==> src/rtl/timer_pkg.sv <==
package timer_pkg;
    localparam int ADDR_W = 12;

    localparam logic [ADDR_W-1:0] A_CYC   = 12'hC00;
    localparam logic [ADDR_W-1:0] A_TIME  = 12'hC01;
    localparam logic [ADDR_W-1:0] A_IRET  = 12'hC02;
    localparam logic [ADDR_W-1:0] A_COUNT = 12'h7C0;
    localparam logic [ADDR_W-1:0] A_MATCH = 12'h7C1;

    typedef enum logic [0:0] {
        REQ_IDLE    = 1'b0,
        REQ_PENDING = 1'b1
    } req_state_e;

    typedef struct packed {
        logic cnt;
        logic match;
    } csr_sel_t;
endpackage

==> src/rtl/tmr_csr_decode.sv <==
module tmr_csr_decode
    import timer_pkg::*;
(
    input  logic [ADDR_W-1:0] addr,
    output csr_sel_t          sel
);
    always_comb begin
        sel = '0;
        unique case (addr)
            A_CYC, A_TIME, A_IRET, A_COUNT: sel.cnt   = 1'b1;
            A_MATCH:                        sel.match = 1'b1;
            default:                        sel       = '0;
        endcase
    end
endmodule

==> src/rtl/tmr_counter.sv <==
module tmr_counter #(
    parameter int CNT_W   = 64,
    parameter int RET_W   = 3,
    parameter int MAX_RET = 4
) (
    input  logic             clk,
    input  logic             rst_n,
    input  logic [RET_W-1:0] retire,
    input  logic             load,
    input  logic [CNT_W-1:0] load_val,
    output logic [RET_W-1:0] step,
    output logic [CNT_W-1:0] count_q
);
    localparam logic [RET_W-1:0] MAX_STEP = RET_W'(MAX_RET);

    always_comb begin
        step = (retire > MAX_STEP) ? MAX_STEP : retire;
    end

    always_ff @(posedge clk) begin
        if (!rst_n) begin
            count_q <= '0;
        end else if (load) begin
            count_q <= load_val;
        end else begin
            count_q <= count_q + CNT_W'(step);
        end
    end

    // a write wins over the retire amount
    assert_load_wins_R4: assert property (@(posedge clk) disable iff (!rst_n)
        $past(load) |-> count_q == $past(load_val));

    // otherwise the counter grows by the clamped amount
    assert_step_add_R2: assert property (@(posedge clk) disable iff (!rst_n)
        !$past(load) |-> count_q == $past(count_q) + CNT_W'($past(step)));
endmodule

==> src/rtl/tmr_cross_detect.sv <==
module tmr_cross_detect #(
    parameter int CMP_W = 32,
    parameter int RET_W = 3,
    parameter logic [CMP_W-1:0] RESET_MATCH = '1
) (
    input  logic             clk,
    input  logic             rst_n,
    input  logic [CMP_W-1:0] count_low,
    input  logic [RET_W-1:0] step,
    input  logic             cnt_load,
    input  logic             match_we,
    input  logic [CMP_W-1:0] match_wdata,
    output logic [CMP_W-1:0] match_q,
    output logic             fire
);
    logic [CMP_W:0] sum_ext;
    logic           below_before;
    logic           reach_after;

    always_ff @(posedge clk) begin
        if (!rst_n) begin
            match_q <= RESET_MATCH;
        end else if (match_we) begin
            match_q <= match_wdata;
        end
    end

    always_comb begin
        sum_ext      = {1'b0, count_low} + (CMP_W + 1)'(step);
        below_before = (count_low <= match_q);
        reach_after  = (sum_ext >= {1'b0, match_q});
        fire         = below_before && reach_after && !cnt_load && !match_we;
    end
endmodule

==> src/rtl/tmr_req_fsm.sv <==
module tmr_req_fsm
    import timer_pkg::*;
(
    input  logic clk,
    input  logic rst_n,
    input  logic fire,
    input  logic rearm,
    output logic irq
);
    req_state_e state_q, state_d;

    always_comb begin
        state_d = state_q;
        unique case (state_q)
            REQ_IDLE:    if (fire)  state_d = REQ_PENDING;
            REQ_PENDING: if (rearm) state_d = REQ_IDLE;
            default:     state_d = REQ_IDLE;
        endcase
        if (rearm) state_d = REQ_IDLE;
    end

    always_ff @(posedge clk) begin
        if (!rst_n) state_q <= REQ_IDLE;
        else        state_q <= state_d;
    end

    always_comb begin
        irq = (state_q == REQ_PENDING);
    end

    // the request holds until the match value is written
    assert_sticky_R9: assert property (@(posedge clk) disable iff (!rst_n)
        ($past(irq) && !$past(rearm)) |-> irq);

    // a match write always leaves the request low
    assert_rearm_clears_R8: assert property (@(posedge clk) disable iff (!rst_n)
        $past(rearm) |-> !irq);
endmodule

==> src/rtl/insn_timer.sv <==
module insn_timer
    import timer_pkg::*;
#(
    parameter int CNT_W   = 64,
    parameter int CMP_W   = 32,
    parameter int RET_W   = 3,
    parameter int MAX_RET = 4
) (
    input  logic              clk,
    input  logic              rst_n,
    input  logic [RET_W-1:0]  retire_cnt,
    input  logic              csr_we,
    input  logic [ADDR_W-1:0] csr_addr,
    input  logic [CNT_W-1:0]  csr_wdata,
    output logic [CNT_W-1:0]  csr_rdata,
    output logic              csr_hit,
    output logic              timer_irq
);
    localparam int PAD_W = CNT_W - CMP_W;

    csr_sel_t         sel;
    logic             cnt_load;
    logic             match_we;
    logic [RET_W-1:0] step;
    logic [CNT_W-1:0] count_q;
    logic [CMP_W-1:0] match_q;
    logic             fire;

    tmr_csr_decode u_dec (
        .addr (csr_addr),
        .sel  (sel)
    );

    always_comb begin
        cnt_load = csr_we && sel.cnt;
        match_we = csr_we && sel.match;
    end

    tmr_counter #(
        .CNT_W   (CNT_W),
        .RET_W   (RET_W),
        .MAX_RET (MAX_RET)
    ) u_cnt (
        .clk      (clk),
        .rst_n    (rst_n),
        .retire   (retire_cnt),
        .load     (cnt_load),
        .load_val (csr_wdata),
        .step     (step),
        .count_q  (count_q)
    );

    tmr_cross_detect #(
        .CMP_W (CMP_W),
        .RET_W (RET_W)
    ) u_cross (
        .clk         (clk),
        .rst_n       (rst_n),
        .count_low   (count_q[CMP_W-1:0]),
        .step        (step),
        .cnt_load    (cnt_load),
        .match_we    (match_we),
        .match_wdata (csr_wdata[CMP_W-1:0]),
        .match_q     (match_q),
        .fire        (fire)
    );

    tmr_req_fsm u_fsm (
        .clk   (clk),
        .rst_n (rst_n),
        .fire  (fire),
        .rearm (match_we),
        .irq   (timer_irq)
    );

    always_comb begin
        csr_rdata = '0;
        csr_hit   = sel.cnt || sel.match;
        if (sel.cnt)        csr_rdata = count_q;
        else if (sel.match) csr_rdata = {{PAD_W{1'b0}}, match_q};
    end

    // a new request only follows a cycle at or below the match value
    assert_rise_from_below_R5: assert property (@(posedge clk) disable iff (!rst_n)
        $rose(timer_irq) |-> ($past(count_q[CMP_W-1:0]) <= $past(match_q)));

    // a counter write never starts a request
    assert_no_fire_on_load_R7: assert property (@(posedge clk) disable iff (!rst_n)
        $rose(timer_irq) |-> !$past(cnt_load));
endmodule

==> config.mk <==
export PLATFORM = sky130hd
export DESIGN_NAME = insn_timer
export DESIGN_NICKNAME = d
export VERILOG_FILES = /design/src/rtl/timer_pkg.sv /design/src/rtl/tmr_csr_decode.sv /design/src/rtl/tmr_counter.sv /design/src/rtl/tmr_cross_detect.sv /design/src/rtl/tmr_req_fsm.sv /design/src/rtl/insn_timer.sv
export SDC_FILE = /design/constraint.sdc
export NUM_CORES = 1
export LEC_CHECK = 0
export CAP_MARGIN = 30
export CORE_MARGIN = 1
export CORE_UTILIZATION = 30
export CTS_BUF_LIST = sky130_fd_sc_hd__clkbuf_16
export CTS_CLUSTER_SIZE = 24
export DETAILED_ROUTE_END_ITERATION = 10
export DONT_BUFFER_PORTS = 1
export PLACE_DENSITY = 0.43
export SYNTH_ARGS = -nofsm -noshare
export SYNTH_HDL_FRONTEND = slang
export SYNTH_SLANG_ARGS = --single-unit
==> constraint.sdc <==
create_clock -name clk -period 3.25 [get_ports clk]
set_input_delay 0.1625 -clock clk [delete_from_list [all_inputs] [get_ports clk]]
set_output_delay 0.1625 -clock clk [all_outputs]
set_load 0.01 [all_outputs]
# Word-level counts from Yosys, hierarchy flattened
# Cells that the tools add are included.
[op_classes]
add_sub_neg = 2
eq_ne = 5
n_lt_le_gt_ge = 3
mux = 8
reduce_logical = 10
bitwise = 2
[op_table]
columns = ["op", "count"]
rows = [
  ["two-way mux 64 bit", 2],
  ["adder 64 x 3 -> 64 bit", 1],
  ["equality test 12 bit (second input constant)", 3],
  ["adder 32 x 3 -> 33 bit", 1],
  [">= comparator 33 x 32 -> 1 bit", 1],
  ["<= comparator 32 bit", 1],
  ["two-way mux 32 bit", 1],
  ["equality test 12 x 11 -> 1 bit (second input constant)", 2],
  ["logical AND 1 bit", 5],
  ["OR reduction 4 bit", 1],
  ["greater-than comparator 3 bit (second input constant)", 1],
  ["two-way mux 1 bit", 3],
  ["two-way mux 3 bit", 1],
  ["zero test 1 bit", 2],
  ["NOT 1 bit", 2],
  ["one-hot mux 1 bit (2 select lines)", 1],
  ["OR reduction 2 bit", 1],
  ["logical OR 1 bit", 1],
]
[totals]
reg_bits = 97
in_bits = 82
out_inout_bits = 66
word_cells = 33

# Depth between registers and ports, before layout
[logic_depth]
depth_word = 9
depth_mapped = 17
mapped_depth_nobuf = 16

# Modules after synthesis
# Synthesis repeated with hierarchy kept, for this count alone.
[unflattened]
hier_cells = 972
area_unflattened_um2 = 7757.4
[by_module_without_submodules]
columns = ["mod", "instances", "seq_area_each_um2", "cells_each", "area_per_inst_um2"]
rows = [
  ["tmr_counter", 1, 1281.2, 481, 3878.7],
  ["tmr_cross_detect", 1, 640.6, 397, 3208.1],
  ["insn_timer", 1, 0.0, 80, 570.5],
  ["tmr_csr_decode", 1, 0.0, 11, 63.8],
  ["tmr_req_fsm", 1, 20.0, 3, 36.3],
]

# Worst setup path after synthesis
# No wires, ideal clock.
[synth_path]
kind = "register to register"
from = "reg u_cnt.count_q[0]"
to = "reg u_fsm.state_q (netlist: u_fsm.irq)"
path_buffers = 1
stages_incl_launch_ff = 17
arrival_ns = 3.102
synth_period_minus_slack_ns = 3.228
slack_ns = 0.022
path_cell_list = "dfxtp_1 > ha_1 > fa_1 > a21oi_1 > nor4_4 > and2_1 > buf_2 > nand4_1 > xor2_1 > inv_1 > ha_1 > a211oi_1 > o21ai_0 > a221oi_1 > nor3_1 > a311oi_1 > a211oi_1"
[synth_via]
elab_chain_len = 7
word_cells_on_any_way = 8
[synth_lines]
columns = ["element", "line", "rtl"]
rows = [
  ["start, declared", "tmr_counter.sv:12", "output logic [CNT_W-1:0] count_q"],
  ["start signal, assigned", "tmr_counter.sv:24", "count_q <= load_val;"],
  ["start signal, assigned", "tmr_counter.sv:26", "count_q <= count_q + CNT_W'(step);"],
  ["adder 32 x 3 -> 33 bit", "tmr_cross_detect.sv:29", "sum_ext = {1'b0, count_low} + (CMP_W + 1)'(step);"],
  [">= comparator 33 x 32 -> 1 bit", "tmr_cross_detect.sv:31", "reach_after = (sum_ext >= {1'b0, match_q});"],
  ["logical AND 1 bit (*) (3 in series)", "tmr_cross_detect.sv:32", "fire = below_before && reach_after && !cnt_load && !match_we;"],
  ["two-way mux 1 bit (*)", "tmr_req_fsm.sv:15", "REQ_IDLE: if (fire) state_d = REQ_PENDING;"],
  ["one-hot mux 1 bit (2 select lines) (*)", "tmr_req_fsm.sv:14", "unique case (state_q)"],
  ["end signal, assigned", "tmr_req_fsm.sv:24", "else state_q <= state_d;"],
  ["end, declared", "tmr_req_fsm.sv:10", "req_state_e state_q, state_d;"],
]
# Mark *: on every way between the ends. The rest lies on a longest branch, timed or not.
# A chain may end at the register's enable or synchronous reset.

# Final worst setup path
# Same ends and word-level chain as after synthesis.

==> flow_metrics.py <==
metrics = {
    "global_routing": {
        "grt_use_total_pct": 19.63,
        "grt_max_degree": 74,
        "grt_pass1_vias": 6317,
        "grt_first_pass_wirelength_mm": 36.05,
        "antenna_found_initial": 1,
        "overflow": 0,
    },
    "power_and_ir_drop": {
        "cellPowerDensity_nw_per_um2": 299.5,
        "finalPower_w": 0.002536,
        "intPower_w": 0.001895,
        "power.switching_w": 0.0006413,
        "swShare_pct": 25.29,
        "vdd_drop_max_mv": 0.2003,
        "combPwrFrac_pct": 8.1,
        "p_leak_nw": 3.777,
        "power_frac_clock_pct": 44.5,
        "power_frac_seq_pct": 47.4,
    },
    "detailed_routing": {
        "ant_nets": 0,
        "via_per_inst": 5.251,
        "via_count": 6312,
        "dr.pass1.iters": 4,
        "wire_per_inst_um": 19.04,
        "dr.first_iter.drc_count": 278,
        "drcViolationCount": 0,
        "wl_mm": 22.89,
    },
    "logic_synthesis": {
        "synth_area_leaders": "dfxtp_1 28%, ha_1 12%, xnor2_1 5.3%, nand2_1 4.1%, a21oi_1 4.0%",
        "synth-edff-count": 0,
        "netlist_instances": 852,
        "synth_common_cells": "97 x dfxtp_1, 75 x nand2_1, 67 x ha_1, 62 x inv_1, 56 x a21oi_1",
        "yosys_warnings": 0,
        "synth_top_area_share_pct": 28.00,
        "synthFlopType": "dfxtp_1",
        "avgSynthCellArea_um2": 8.140,
        "syn_area_um2": 6935,
        "async_flop_share_pct": 0,
        "synth_fp_nets": 1002,
        "ys_types": 54,
        "ys_seq_area_share_pct": 28.00,
        "yosys_register_bits": 97,
        "yosys.area.top_type": "dfxtp_1",
        "yosysMostFrequentCell": "dfxtp_1",
    },
    "sta": {
        "rsz0062_at_grt": "true",
        "final_hold_viol_count": 0,
        "whs_ps": 9.409,
        "worst_pin_slew_ps": 926.5,
        "max_freq_mhz": 315.9,
        "fin_crit_sh_pct": 97.41,
        "maxSlewHeadroom_pct": 38.23,
        "fin_skew_ps": 7.766,
        "layout_min_cycle_time_ps": 3166,
        "setup-violations-final": 0,
        "slew_violations": 0,
    },
    "run_status": {
        "status": "finished, final reports clean",
    },
    "flow_run": {
        "max_cap_violations": 0,
    },
    "floorplan": {
        "die_y_um": 154.0,
        "io_pins": 148,
        "die-area_um2": 23730,
        "rows": 55,
        "die_w_um": 154.0,
        "core_area_um2": 22640,
        "initial_core_util_pct": 30.63,
    },
    "worst_setup_path": {
        "critPathKind": "reg2reg",
        "critPathLaunchType": "flop",
        "critPathRequiredTime_ps": 3520,
        "cp.arrival_ps": 3440,
        "crit_fanout": 6,
        "end_kind": "flop",
    },
    "placed_design": {
        "gp_congestion": 0.8070,
        "placement.io_buffers": 0,
        "hpwl_mm": 16.52,
        "placed_cells": 1139,
    },
    "layout": {
        "final_core_util_pct": 37.40,
        "stdcell_count": 1202,
        "area_growth_pct": 22.08,
        "final_nets": 1062,
        "drive_gt1_share_pct": 12.55,
    },
    "clock_network": {
        "clk_pin_slew_worst_paths_ps": 70,
        "cts_buffers": 9,
        "htreeDepth": 3,
        "clock_path_buffers": 2,
        "clk_latency_ps": 360,
        "cts-root-buf": "clkbuf_16",
        "cts_tree": "built",
        "cts_num_sinks": 97,
    },
    "min_path": {
        "hold_path.class": "in2reg",
    },
}
==> power groups by stage <==
stage	Sequential (W)	Combinational, W	Clock [W]
after floorplan	0.00123	0.0000840	0
after global placement	0.00123	0.000115	0
after CTS	0.00120	0.000193	0.00116
after global routing	0.00120	0.000223	0.00121
after detailed placement	0.00123	0.000117	0
final	0.00120	0.000205	0.00113
==> critical path, stage by stage, from the launching register on <==
cell	delay (ps)
dfxtp_2	340
ha_4	160
fa_2	410
a21oi_4	200
nor4_4	70
buf_4	190
and4_1	220
xor2_2	160
ha_1	330
nand3_1	130
nor3_2	230
nand4_1	170
nand4_1	190
a311oi_2	60
a211oi_1	200
==> kinds of logic after synthesis <==
kind of cell             after synthesis  share of synthesized area [%]
AO/OA/AOI/OAI                        214                          20.24
XOR/XNOR                              58                          7.324
adder cells (fa/ha/maj)               68                          12.38
buffers and inverters                106                          5.953
flip-flops                            97                          28.00
multiplexers                          11                          1.588
AND/OR/NAND/NOR                      298                          24.52
==> area by class of cell <==
class / instances / area (µm²)
flip-flops and latches: 97 / 1947
clock buffers: 9 / 225.2
well taps: 285 / 356.6
clock inverters: 6 / 67.56
repair buffers: 93 / 865.8
inverters: 62 / 232.7
multi-input cells: 649 / 4770
fillers: 2375 / 14170
diodes: 1 / 2.502
==> path summary, 6_finish.rpt <==
kind,startpoint,end,slack (ps),cells after the start
worst max-delay path,u_cnt.count_q[0],u_fsm.irq,80,14
worst min-delay path,csr_wdata[61],u_cnt.count_q[61],9,2
worst max register to register,u_cnt.count_q[0],u_fsm.irq,80,14
worst min register to register,u_cross.match_q[25],u_cross.match_q[25],560,2
==> cells in the final DEF, fill, tap and decap left out, drive strengths merged, types with 21 or more instances in the layout <==
cell	count
a21oi	56
a22o	32
and2	34
buf	47
dfxtp	97
dlygate4sd3	46
ha	67
inv	65
nand2	75
nand3	35
nand4	29
nor2	47
nor3	21
o211ai	32
o21ai	51
xnor2	42
==> repair_timing <==
action	in CTS	in global routing
pin swaps	2	18
hold endpoints to repair	95	0
hold buffers	47	0
setup buffers	0	1
cloned	0	0
setup endpoints to repair	1	1
resized for setup	6	30
==> sequential cells by signal, indices dropped and copies added, names as in the netlist <==
name	flops
u_cnt.count_q	64
u_fsm.irq	1
u_cross.match_q	32
==> metal layers <==
layer / track usage, % / routed length (µm) / vias to the layer above
met5: 0 / 0 / -
met3: 3.749 / 937 / 21
met4: 5.143 / 290 / 0
li1: - / - / 3213
met1: 25.77 / 10970 / 2962
met2: 32.77 / 10690 / 116
==> stage by stage <==
stage | instance area (µm²) | setup WS, ps | setup TNS, ps
after global routing | 8464 | -18.09 | -18.09
final | 8467 | 84.28 | 0
after detailed placement | 7513 | -126.8 | -126.8
after global placement | 7486 | -91.08 | -91.08
after CTS | 8314 | 6.605 | 0
after floorplan | 6935 | 21.72 | 0
Power figures use the tool's default switching activity.
